<file path="src/rtl/dma_pkg.sv">
package dma_pkg;
  typedef enum logic [1:0] {
    ST_IDLE = 2'd0,
    ST_REQ  = 2'd1,
    ST_XFER = 2'd2,
    ST_REL  = 2'd3
  } dma_state_e;

  localparam logic [1:0] SEL_ADDR = 2'd0;
  localparam logic [1:0] SEL_CNT  = 2'd1;
  localparam logic [1:0] SEL_CTRL = 2'd2;
  localparam logic [1:0] SEL_STAT = 2'd3;

  localparam int CTRL_GO    = 0;
  localparam int CTRL_STEAL = 1;
  localparam int CTRL_DIR   = 2;

  localparam int STAT_BUSY = 0;
  localparam int STAT_DONE = 1;
endpackage

</file>
<file path="src/rtl/dma_regs.sv">
module dma_regs
  import dma_pkg::*;
#(
  parameter int AW = 16,
  parameter int CW = 16,
  parameter int DW = 16
) (
  input  logic          clk,
  input  logic          rst_n,
  input  logic [1:0]    reg_sel,
  input  logic          reg_wr,
  input  logic          reg_rd,
  input  logic [DW-1:0] reg_wdata,
  output logic [DW-1:0] reg_rdata,
  input  logic          busy,
  input  logic          step,
  input  logic          finish,
  output logic [AW-1:0] addr,
  output logic [CW-1:0] count,
  output logic          mode_steal,
  output logic          dir,
  output logic          go_pulse,
  output logic          done
);
  function automatic logic [AW-1:0] addr_next(input logic [AW-1:0] a);
    return a + AW'(1);
  endfunction

  function automatic logic [CW-1:0] count_next(input logic [CW-1:0] c);
    return c - CW'(1);
  endfunction

  logic wr_addr, wr_cnt, wr_ctrl, stat_touch;

  assign wr_addr    = reg_wr && (reg_sel == SEL_ADDR) && !busy;
  assign wr_cnt     = reg_wr && (reg_sel == SEL_CNT)  && !busy;
  assign wr_ctrl    = reg_wr && (reg_sel == SEL_CTRL) && !busy;
  assign go_pulse   = wr_ctrl && reg_wdata[CTRL_GO];
  assign stat_touch = (reg_wr || reg_rd) && (reg_sel == SEL_STAT);

  always_ff @(posedge clk) begin
    if (!rst_n) begin
      addr       <= '0;
      count      <= '0;
      mode_steal <= 1'b0;
      dir        <= 1'b0;
      done       <= 1'b0;
    end else begin
      if (wr_addr)
        addr <= reg_wdata[AW-1:0];
      else if (step)
        addr <= addr_next(addr);

      if (wr_cnt)
        count <= reg_wdata[CW-1:0];
      else if (step)
        count <= count_next(count);

      if (wr_ctrl) begin
        mode_steal <= reg_wdata[CTRL_STEAL];
        dir        <= reg_wdata[CTRL_DIR];
      end

      if (finish)
        done <= 1'b1;
      else if (stat_touch || go_pulse)
        done <= 1'b0;
    end
  end

  always_comb begin
    reg_rdata = '0;
    unique case (reg_sel)
      SEL_ADDR: reg_rdata[AW-1:0] = addr;
      SEL_CNT:  reg_rdata[CW-1:0] = count;
      SEL_CTRL: begin
        reg_rdata[CTRL_STEAL] = mode_steal;
        reg_rdata[CTRL_DIR]   = dir;
      end
      default: begin
        reg_rdata[STAT_BUSY] = busy;
        reg_rdata[STAT_DONE] = done;
      end
    endcase
  end
endmodule

</file>
<file path="src/rtl/dma_fsm.sv">
module dma_fsm
  import dma_pkg::*;
#(
  parameter int CW = 16
) (
  input  logic          clk,
  input  logic          rst_n,
  input  logic          go_pulse,
  input  logic [CW-1:0] count,
  input  logic          mode_steal,
  input  logic          bus_grant,
  output logic          bus_req,
  output logic          step,
  output logic          finish,
  output logic          busy
);
  dma_state_e state, state_nx;
  logic count_zero, count_last;

  assign count_zero = (count == '0);
  assign count_last = (count == CW'(1));

  always_comb begin
    state_nx = state;
    bus_req  = 1'b0;
    step     = 1'b0;
    finish   = 1'b0;
    unique case (state)
      ST_IDLE: begin
        if (go_pulse) begin
          if (count_zero) finish   = 1'b1;
          else            state_nx = ST_REQ;
        end
      end
      ST_REQ: begin
        bus_req = 1'b1;
        if (bus_grant) state_nx = ST_XFER;
      end
      ST_XFER: begin
        bus_req = 1'b1;
        if (bus_grant) begin
          step = 1'b1;
          if (count_last || mode_steal) state_nx = ST_REL;
        end
      end
      default: begin
        if (!bus_grant) begin
          if (count_zero) begin
            finish   = 1'b1;
            state_nx = ST_IDLE;
          end else begin
            state_nx = ST_REQ;
          end
        end
      end
    endcase
  end

  assign busy = (state != ST_IDLE);

  always_ff @(posedge clk) begin
    if (!rst_n) state <= ST_IDLE;
    else        state <= state_nx;
  end
endmodule

</file>
<file path="src/rtl/dma_engine.sv">
module dma_engine
  import dma_pkg::*;
#(
  parameter int AW = 16,
  parameter int CW = 16,
  parameter int DW = 16
) (
  input  logic          clk,
  input  logic          rst_n,
  input  logic [1:0]    reg_sel,
  input  logic          reg_wr,
  input  logic          reg_rd,
  input  logic [DW-1:0] reg_wdata,
  output logic [DW-1:0] reg_rdata,
  output logic          bus_req,
  input  logic          bus_grant,
  output logic          bus_oe,
  output logic [AW-1:0] bus_addr,
  output logic          mem_we,
  output logic          mem_re,
  output logic [DW-1:0] mem_wdata,
  input  logic [DW-1:0] mem_rdata,
  output logic          dev_rd,
  input  logic [DW-1:0] dev_rdata,
  output logic          dev_wr,
  output logic [DW-1:0] dev_wdata,
  output logic          irq
);
  logic [AW-1:0] addr;
  logic [CW-1:0] count;
  logic          mode_steal, dir, go_pulse, done;
  logic          busy, step, finish;

  dma_regs #(.AW(AW), .CW(CW), .DW(DW)) u_regs (
    .clk        (clk),
    .rst_n      (rst_n),
    .reg_sel    (reg_sel),
    .reg_wr     (reg_wr),
    .reg_rd     (reg_rd),
    .reg_wdata  (reg_wdata),
    .reg_rdata  (reg_rdata),
    .busy       (busy),
    .step       (step),
    .finish     (finish),
    .addr       (addr),
    .count      (count),
    .mode_steal (mode_steal),
    .dir        (dir),
    .go_pulse   (go_pulse),
    .done       (done)
  );

  dma_fsm #(.CW(CW)) u_fsm (
    .clk        (clk),
    .rst_n      (rst_n),
    .go_pulse   (go_pulse),
    .count      (count),
    .mode_steal (mode_steal),
    .bus_grant  (bus_grant),
    .bus_req    (bus_req),
    .step       (step),
    .finish     (finish),
    .busy       (busy)
  );

  assign bus_oe    = step;
  assign bus_addr  = step ? addr : '0;
  assign mem_we    = step && !dir;
  assign dev_rd    = step && !dir;
  assign mem_re    = step && dir;
  assign dev_wr    = step && dir;
  assign mem_wdata = dev_rdata;
  assign dev_wdata = mem_rdata;
  assign irq       = done;
endmodule

</file>
<file path="config.mk">
export PLATFORM = sky130hd
export DESIGN_NAME = dma_engine
export DESIGN_NICKNAME = d
export VERILOG_FILES = /design/src/rtl/dma_pkg.sv /design/src/rtl/dma_regs.sv /design/src/rtl/dma_fsm.sv /design/src/rtl/dma_engine.sv
export SDC_FILE = /design/constraint.sdc
export NUM_CORES = 1
export LEC_CHECK = 0
export BUFFER_PORTS_ARGS = -buffer_cell sky130_fd_sc_hd__buf_2
export CAP_MARGIN = 25
export CORE_MARGIN = 2
export CORE_UTILIZATION = 47
export DETAILED_ROUTE_END_ITERATION = 6
export PLACE_DENSITY = 0.83
export SLEW_MARGIN = 20
export SYNTH_ARGS = -nofsm -noshare
export SYNTH_HDL_FRONTEND = slang
export SYNTH_SLANG_ARGS = --single-unit
</file>
<file path="constraint.sdc">
create_clock -name clk -period 2.26 [get_ports clk]
set_input_delay 0.113 -clock clk [delete_from_list [all_inputs] [get_ports clk]]
set_output_delay 0.113 -clock clk [all_outputs]
set_load 0.02 [all_outputs]
</file>
Word level (Yosys, flattened, before mapping):

Index checks and enable logic that the tools add are counted.

* register bits after elaboration: 37
* input bits: 55
* output and inout bits: 71
* word-level logic and storage cells: 70

* $add $sub $neg: 2
* eq/ne operators: 12
* multiplexer cells: 26
* reductions and logical operators: 24

Operator list (number)
* 2-to-1 mux 16 bit: 5
* case mux 13 bit (2 select lines): 1
* adder 16 x 1 -> 16 bit, second input constant: 1
* equality test 16 x 1 -> 1 bit, second input constant: 1
* zero test 16 bit: 1
* subtractor 16 x 1 -> 16 bit, second input constant: 1
* 2-to-1 mux 2 bit: 6
* logical AND 1 bit: 10
* 2-to-1 mux 1 bit: 9
* case mux 1 bit (3 select lines): 3
* != test 2 bit, second input constant: 4
* nonzero test 2 bit: 4
* equality test 2 bit, second input constant: 3
* case mux 2 bit (3 select lines): 1
* AND reduction 6 bit: 1
* equality test 2 x 1 -> 1 bit, second input constant: 2
* zero test 2 bit: 2
* != test 4 x 1 -> 1 bit, second input constant: 1
* logical OR 1 bit: 3
* zero test 1 bit: 2
* != test 2 x 1 -> 1 bit, second input constant: 1
* case mux 1 bit (2 select lines): 1
* OR reduction 2 bit: 1

Logic depth before layout (Yosys ltp):

Gate-level depths: netlist of run 1.

* depth after elaboration: 7
* mapped depth: 9
* depth with buffers taken out: 8

Hierarchy:

A second synthesis of run 1 with hierarchy kept.

* cell total of the unflattened synthesis: 336
* area total of the unflattened synthesis: 2763.9 sq um

Modules (own cells, without submodules)
* dma_regs: instances 1, cells each 248, area each 2097.0 sq um, sequential area each 700.7 sq um
* dma_engine: instances 1, cells each 53, area each 379.1 sq um, sequential area each 0.0 sq um
* dma_fsm: instances 1, cells each 35, area each 287.8 sq um, sequential area each 40.0 sq um

Worst setup path before layout of run 1:

Ideal clock, no wire load.

* path kind: register to register
* start: register u_fsm.state[0]
* end: register u_regs.addr[15]
* setup time: 74 ps
* arrival: 1769 ps
* data required time: 2186 ps
* path slack: 417 ps
* stages on the path, launching flop included: 8
* buffers on the path: 0
* clock period less this slack: 1843 ps
* cells stage by stage: dfxtp_1 > inv_1 > ha_1 > and3_1 > and4_1 > nand3_1 > or3_1 > a31oi_1

* word-level cells in the longest chain between the ends: 4
* elaborated cells between the ends (all ways): 7
* classes of those cells: 1 x eq/ne; 2 x mux; 4 x reduce/logical

Ends and longest elaborated chain
* start, declared: line dma_fsm.sv:17 `dma_state_e state, state_nx;`
* start signal, assigned: line dma_fsm.sv:63 `else state <= state_nx;`
* nonzero test 2 bit: line dma_fsm.sv:59 `assign busy = (state != ST_IDLE);`
* zero test 1 bit: line dma_regs.sv:35 `assign wr_addr = reg_wr && (reg_sel == SEL_ADDR) && !busy;`
* logical AND 1 bit: line dma_regs.sv:35
* 2-to-1 mux 16 bit or nonzero test 2 bit (tied branches)
* end signal, assigned: line dma_regs.sv:50 `addr <= reg_wdata[AW-1:0];`
* end signal, assigned: line dma_regs.sv:52 `addr <= addr_next(addr);`
* end, declared: line dma_regs.sv:18 `output logic [AW-1:0] addr,`

Parallel ways exist; a longest one is shown, timed or not.
A chain may end at the register's enable or synchronous reset.

Worst setup path after layout of run 1:

* start: register u_fsm.state[1]
* end: register u_regs.count[10]

* word-level cells in the longest chain between the ends: 4
* elaborated cells between the ends (all ways): 7
* classes of those cells: 1 x eq/ne; 2 x mux; 4 x reduce/logical

Ends and longest elaborated chain
* nonzero test 2 bit: line dma_fsm.sv:59
* zero test 1 bit: line dma_regs.sv:36 `assign wr_cnt = reg_wr && (reg_sel == SEL_CNT) && !busy;`
* logical AND 1 bit: line dma_regs.sv:36
* 2-to-1 mux 16 bit or nonzero test 2 bit (tied branches)
* end signal, assigned: line dma_regs.sv:55 `count <= reg_wdata[CW-1:0];`
* end signal, assigned: line dma_regs.sv:57 `count <= count_next(count);`
* end, declared: line dma_regs.sv:19 `output logic [CW-1:0] count,`

Parallel ways exist; a longest one is shown, timed or not.

==> metrics.md, run 1 <==
| Metric | Value |
|---|---|
| # diodes | `0` |
| # nets final | `419` |
| Reg clk slew, reported paths | `0.07 ns` |
| Layout area overhead | `8.77%` |
| DR DRC count | `0` |
| TritonCTS clock tree | `done` |
| Mapped Cells | `334` |
| Post-Route WL | `6810 um` |
| Maxcap violations | `0` |
| Final Cycle Share | `0.916` |
| Via density | `5.68` |
| Largest net degree at the start of global routing | `33` |
| Final worst slack | `0.190 ns` |
| Finish-stage setup viols | `0` |
| Static Leakage | `1.28 nW` |
| Worst Path Required | `2.47 ns` |
| Top FF cell, synth | `dfxtp_1` |
| RSZ-0062 raised after global routing | `no` |
| Yosys warns | `0` |
| R2R Setup Slk | `0.19 ns` |
| Setup Skew | `0.00510 ns` |
| Avg Cell Area, Syn | `8.03 sq um` |
| Fin. max-slew vios | `0` |
| Vias after detailed routing | `2438` |
| Worst-Margin Slew | `0.561 ns` |
| Seq/Total Area, Yosys | `0.276` |
| Post-synth ARST share | `0` |
| Reg2Reg Depth | `7` |
| Final Wtd Congestion | `0.860` |
| Initial antenna violation count | `0` |
| Area of the die | `6330 sq um` |
| Placed cell count | `421` |
| Run status | `finished clean` |
| H-tree levels | `2` |
| Clk buf depth | `2` |
| CP startpoint | `u_fsm.state[1]` |
| Initial Utilization | `0.487` |
| Hold Path Class | `in2reg` |
| Worst Setup Start Kind | `flop` |
| Worst R2R End | `u_regs.count[10]` |
| Commonest cells after routing, fill and taps aside | `buf_2, nor2_1, dfxtp_1` |
| Number of fill cells | `510` |
| Dpl hpwl | `5020 um` |
| Congestion Overflow GR | `0` |
| Synthesized Nets | `397` |
| Post-synth EDFFs | `0` |
| Syn Std Cell Area | `2680 sq um` |
| Critical Path End | `u_regs.count[10]` |
| Pre-CTS setup slack | `0.188 ns` |
| Share of cells above drive strength 1 | `0.238` |
| FMAX | `483 MHz` |
| Worst VDD drop | `0.000280 V` |
| Power per Cell Area | `572 nW/um^2` |
| Core ar. | `5510 sq um` |
| Die H | `79.5 um` |
| Inserted Clock Buffers | `5` |
| Post-synth cell types | `47` |
| Post-CTS Setup Bufs | `0` |
| Final core utilization | `0.530` |
| Worst slew margin | `0.626` |
| Root Buffer | `clkbuf_8` |
| WHS | `0.105 ns` |
| Drt pass-1 iters | `5` |
| Endpoints failing hold | `0` |
| First-pass GRT wire length | `10700 um` |
| Die Wd | `79.5 um` |
| Antenna viol nets, final | `0` |
| Worst skew pair latency | `0.29 ns` |
| Rows | `27` |
| Commonest non-fill, non-tap cell in the layout | `buf_2` |
| Routed wire length per instance | `15.9 um` |
| Register bit total from synthesis | `37` |
| Non-Filler Instances | `429` |
| Vias in the first global route | `2329` |
| Reg-to-Reg Start | `u_fsm.state[1]` |
| Critical path class | `reg2reg` |
| Clock sinks | `37` |
| # port buffers | `61` |
| GRT Total Usage | `0.214` |
| Critical path arrival | `2.28 ns` |
| Post-layout minimum cycle time | `2.07 ns` |
| I/O pins | `126` |
| Initial detailed-routing violation count | `181` |
| Setup TNS | `0 ns` |
| Worst Setup End Kind | `flop` |
| Max FO, Critical Path | `9` |
[area by class of cell]
class	instances	area, sq um	share of cell area
Multi-Input combinational cell	237	1590	0.545
Sequential cell	37	741	0.254
Timing Repair Buffer	67	350	0.120
Tap cell	72	90.1	0.0309
Clock buffer	7	86.3	0.0296
Clock inverter	1	30.0	0.0103
Inverter	8	30.0	0.0103
[state kept, by name (all words and copies together) (netlist names)]
signal	flops
u_regs.count	16
u_regs.mode_steal	1
u_regs.done	1
u_fsm.state	2
u_regs.addr	16
u_regs.dir	1
[metal layers]
metal  routed length, um  track usage
met2                3280        0.361
met1                2920        0.247
met5                   0            0
met3                 469       0.0633
met4                 149       0.0983
[metrics by stage]
stage	area [sq um]	power, W
3_5_place_dp	2800	0.00108
5_1_grt	2920	0.00174
4_1_cts	2910	0.00167
3_3_place_gp	2800	0.00107
2_1_floorplan	2680	0.00106
6_report	2920	0.00167
[power by group]
part	switching [W]	total (W)	internal, W
logic	0.000184	0.000315	0.000132
registers	0.0000585	0.000751	0.000693
clock network	0.000241	0.000601	0.000360
[critical path, cell delays in order, from the launching register on]
cell and delay [ns]:
dfxtp_1 0.40, ha_2 0.29, nand2_1 0.15, inv_2 0.21, nand2_1 0.19, or3_1 0.36
xor2_1 0.15, a211oi_1 0.23
[how the worst min path moves through the flow]
stage            startpoint         endpoint  cells after the start
6_report       reg_wdata[1]  u_regs.count[1]                      3
3_5_place_dp   mem_rdata[5]     dev_wdata[5]                      0
2_1_floorplan         rst_n  u_regs.addr[15]                      2
5_1_grt        reg_wdata[8]   u_regs.addr[8]                      3
4_1_cts        reg_wdata[1]  u_regs.count[1]                      3
3_3_place_gp   mem_rdata[5]     dev_wdata[5]                      0
[cells in the mapped netlist (8+ instances only)]
cell,instances,area (sq um)
o21ai_0,14,70.1
nand3_1,11,55.1
buf_4,34,255
dfxtp_1,37,741
nand2_1,21,78.8
xor2_1,16,140
xnor2_1,10,87.6
a211oi_1,18,135
and3_1,16,100
clkbuf_1,15,56.3
mux2i_1,20,200
nor2_1,49,184
ha_1,8,100
a21oi_1,9,45.0
[kinds of logic (layout without fill, tap and decap cells)]
family,count (synthesis),after routing,share of synthesized area
compound gates,54,54,0.136
xor+xnor,26,26,0.0849
flops,37,37,0.276
simple gates,128,128,0.251
fa+ha+maj,8,8,0.0373
mux,21,21,0.0831
buf+inv,60,83,0.132
[timing repair]
action | 4_1_cts | 5_1_grt
hold buffers | 0 | 0
gates resized for setup | 0 | 1
endpoints found under the setup margin | 0 | 2
Power figures use the tool's default switching activity.
==> run 2: changes to the inputs <==
--- a/config.mk
+++ b/config.mk
@@ -8,10 +8,11 @@
 export BUFFER_PORTS_ARGS = -buffer_cell sky130_fd_sc_hd__buf_2
 export CAP_MARGIN = 25
 export CORE_MARGIN = 2
-export CORE_UTILIZATION = 47
+export CORE_UTILIZATION = 48
 export DETAILED_ROUTE_END_ITERATION = 6
-export PLACE_DENSITY = 0.83
+export PLACE_DENSITY = 0.84
 export SLEW_MARGIN = 20
 export SYNTH_ARGS = -nofsm -noshare
 export SYNTH_HDL_FRONTEND = slang
+export SYNTH_HIERARCHICAL = 1
 export SYNTH_SLANG_ARGS = --single-unit
==> metrics.md, run 2 <==
| Metric | Value |
|---|---|
| Post-synth cell types | `49` |
| Initial detailed-routing violation count | `163` |
| Post-synth EDFFs | `0` |
| Worst R2R End | `u_fsm/state[0]` |
| Rows | `27` |
| Worst slew margin | `0.620` |
| Hold wc startpoint | `reg_wdata[4]` |
| Mapped Cells | `336` |
| Reg2Reg Depth | `10` |
| Clk buf depth | `2` |
| TritonCTS clock tree | `done` |
| Vias in the first global route | `2210` |
| Worst-Margin Slew | `0.561 ns` |
| H-tree levels | `2` |
| FMAX | `443 MHz` |
| Post-synth ARST share | `0` |
| Pwr Total | `0.00199 W` |
| R2R Setup Slk | `0.0004 ns` |
| Die Wd | `79.9 um` |
| First-pass GRT wire length | `10900 um` |
| Met1 wire length | `3180 um` |
| Area of the die | `6380 sq um` |
| Vias after detailed routing | `2502` |
| # diodes | `0` |
| GRT Total Usage | `0.216` |
| Initial Utilization | `0.499` |
| Top FF cell, synth | `dfxtp_1` |
| Setup Skew | `0.00661 ns` |
| CP bufs+invs | `3` |
| Finish-stage setup viols | `0` |
| RSZ-0062 raised after global routing | `yes` |
| Power per Cell Area | `646 nW/um^2` |
| Largest net degree at the start of global routing | `33` |
| Adder-cell share of the synthesized area | `0.0272` |
| Dpl hpwl | `5000 um` |
| Final Cycle Share | `1.00` |
| Seq/Total Area, Yosys | `0.268` |
| Worst VDD drop | `0.000390 V` |
| Root Buffer | `clkbuf_8` |
| Congestion Overflow GR | `0` |
| Critical Path Max Stage Delay | `0.53 ns` |
| Core ar. | `5540 sq um` |
| Via density | `5.70` |
| Worst skew pair latency | `0.29 ns` |
| Top layer in use | `met4` |
| Top cells by area, synth | `dfxtp_1, buf_4, mux2i_1` |
| Critical path arrival | `2.43 ns` |
| Simple-gate share of the synthesized area | `0.255` |
| Biggest regs | `u_regs/addr: 16 flops, u_regs/count: 16 flops, u_fsm/state: 2 flops` |
| Area fraction of the dominant cell type after synthesis | `0.268` |
| CP startpoint | `u_fsm/state[0]` |
| Antenna viol nets, final | `0` |
| Post-Route WL | `6940 um` |
| I/O pins | `126` |
| Yosys warns | `6` |
| Crit path max-delay family | `simple AND/OR/NAND/NOR gates` |
| CP max stage cell | `or4b_4` |
| Fin. max-slew vios | `0` |
| Multiplexer share of the synthesized area | `0.0842` |
| Static Leakage | `1.28 nW` |
| Initial antenna violation count | `0` |
| Routed wire length per instance | `15.8 um` |
| Final worst slack | `0.000350 ns` |
| Cell with the most instances after synthesis | `dfxtp_1` |
| Commonest cells after routing, fill and taps aside | `buf_2, dfxtp_1, nor2_1` |
| Post-layout minimum cycle time | `2.26 ns` |
| Final Wtd Congestion | `0.887` |
| Met3 wire length | `509 um` |
| Compound-cell area share of the yosys netlist | `0.146` |
| Max FO, Critical Path | `4` |
| Hold_buf cts | `0` |
| Hold Path Class | `in2reg` |
| Pre-CTS setup slack | `0.00761 ns` |
| # port buffers | `61` |
| Layout area overhead | `11.5%` |
| Xor and xnor fraction of the mapped netlist area | `0.0824` |
| Avg Cell Area, Syn | `8.23 sq um` |
| Clock sinks | `37` |
| Reg clk slew, reported paths | `0.07 ns` |
| Most used cell, CP | `inv_4` |
| Endpoints failing hold | `0` |
| # nets final | `428` |
| Synthesized Nets | `397` |
| Worst Setup Start Kind | `flop` |
| Reg-to-Reg Start | `u_fsm/state[0]` |
| Main combinational cell family by area after synthesis | `simple AND/OR/NAND/NOR gates` |
| Syn Std Cell Area | `2760 sq um` |
| Register bit total from synthesis | `37` |
| Worst Setup End Kind | `flop` |
| Worst Path Required | `2.43 ns` |
| Commonest non-fill, non-tap cell in the layout | `buf_2` |
| Drt pass-1 iters | `4` |
| CP cell instances | `inv_4 > ha_4 > inv_4 > nor4bb_4 > nand2_1 > inv_1 > and2b_1 > or4b_4 > a2bb2oi_4 > mux2i_1` |
| Run status | `finished clean` |
| Share of cells above drive strength 1 | `0.292` |
| Dominant cell type by area after synthesis | `dfxtp_1` |
| Inserted Clock Buffers | `5` |
| DR DRC count | `0` |
| Maxcap violations | `0` |
| Commonest cells in the netlist | `dfxtp_1, buf_4, nor2_1` |
| Critical Path End | `u_fsm/state[0]` |
| CP Depth | `10` |
| Die H | `79.9 um` |
| Met2 WL post-DR | `3150 um` |
| Critical path class | `reg2reg` |
## run 2: what timing repair did
item / CTS / global route
setup buffers: 1 / 2
setup endpoints to repair: 1 / 6
pin swaps: 1 / 3
gates resized for setup: 2 / 11
## run 2: metrics by stage
step	util	instance area, sq um	hold slack, ns	instances	TNS, ns
floorplan	-	2780	0.247	336	0
global placement	0.529	2930	0.226	429	0
detailed placement	0.529	2930	0.226	429	0
CTS	0.546	3030	0.103	437	0
global route	0.556	3080	0.110	439	-0.252
finish	0.556	3080	0.104	439	0
## run 2: kinds of logic after synthesis
| kind of cell | count (synthesis) |
|---|---|
| muxes | 22 |
| AOI/OAI and AO/OA | 69 |
| buffers and inverters | 64 |
| adders and majority gates | 6 |
| DFF | 37 |
| and+or+nand+nor | 112 |
| xor gates and xnor gates | 26 |
## run 2: layout make-up
type	instances	area (sq um)
fillers	526	2460
flip-flops and latches	37	746
well taps	72	90.1
inverters	13	53.8
repair buffers	75	410
clock buffers	7	86.3
multi-input cells	235	1690
## run 2: layer usage
layer / up-vias / GRT usage
li1: 1224 / -
met1: 1158 / 0.299
met2: 103 / 0.328
met3: 17 / 0.0452
met4: 0 / 0.0780
met5: - / 0
## run 2: worst min-delay path by stage
stage,endpoint,slack [ns],cells past startpoint
final,u_regs/count[4],0.10,2
after global routing,u_regs/count[4],0.11,2
after CTS,u_regs/count[4],0.10,2
after detailed placement,dev_wdata[0],0.23,0
after global placement,dev_wdata[0],0.23,0
after floorplan,u_regs/count[0],0.25,2
## run 2: report_power, final
group          internal, W  total [W]  switching, W  leakage [nW]
sequential        0.000724   0.000827      0.000103         0.303
combinational     0.000316   0.000695      0.000379         0.934
clock             0.000242   0.000466      0.000224        0.0443
total              0.00128    0.00199      0.000707          1.28
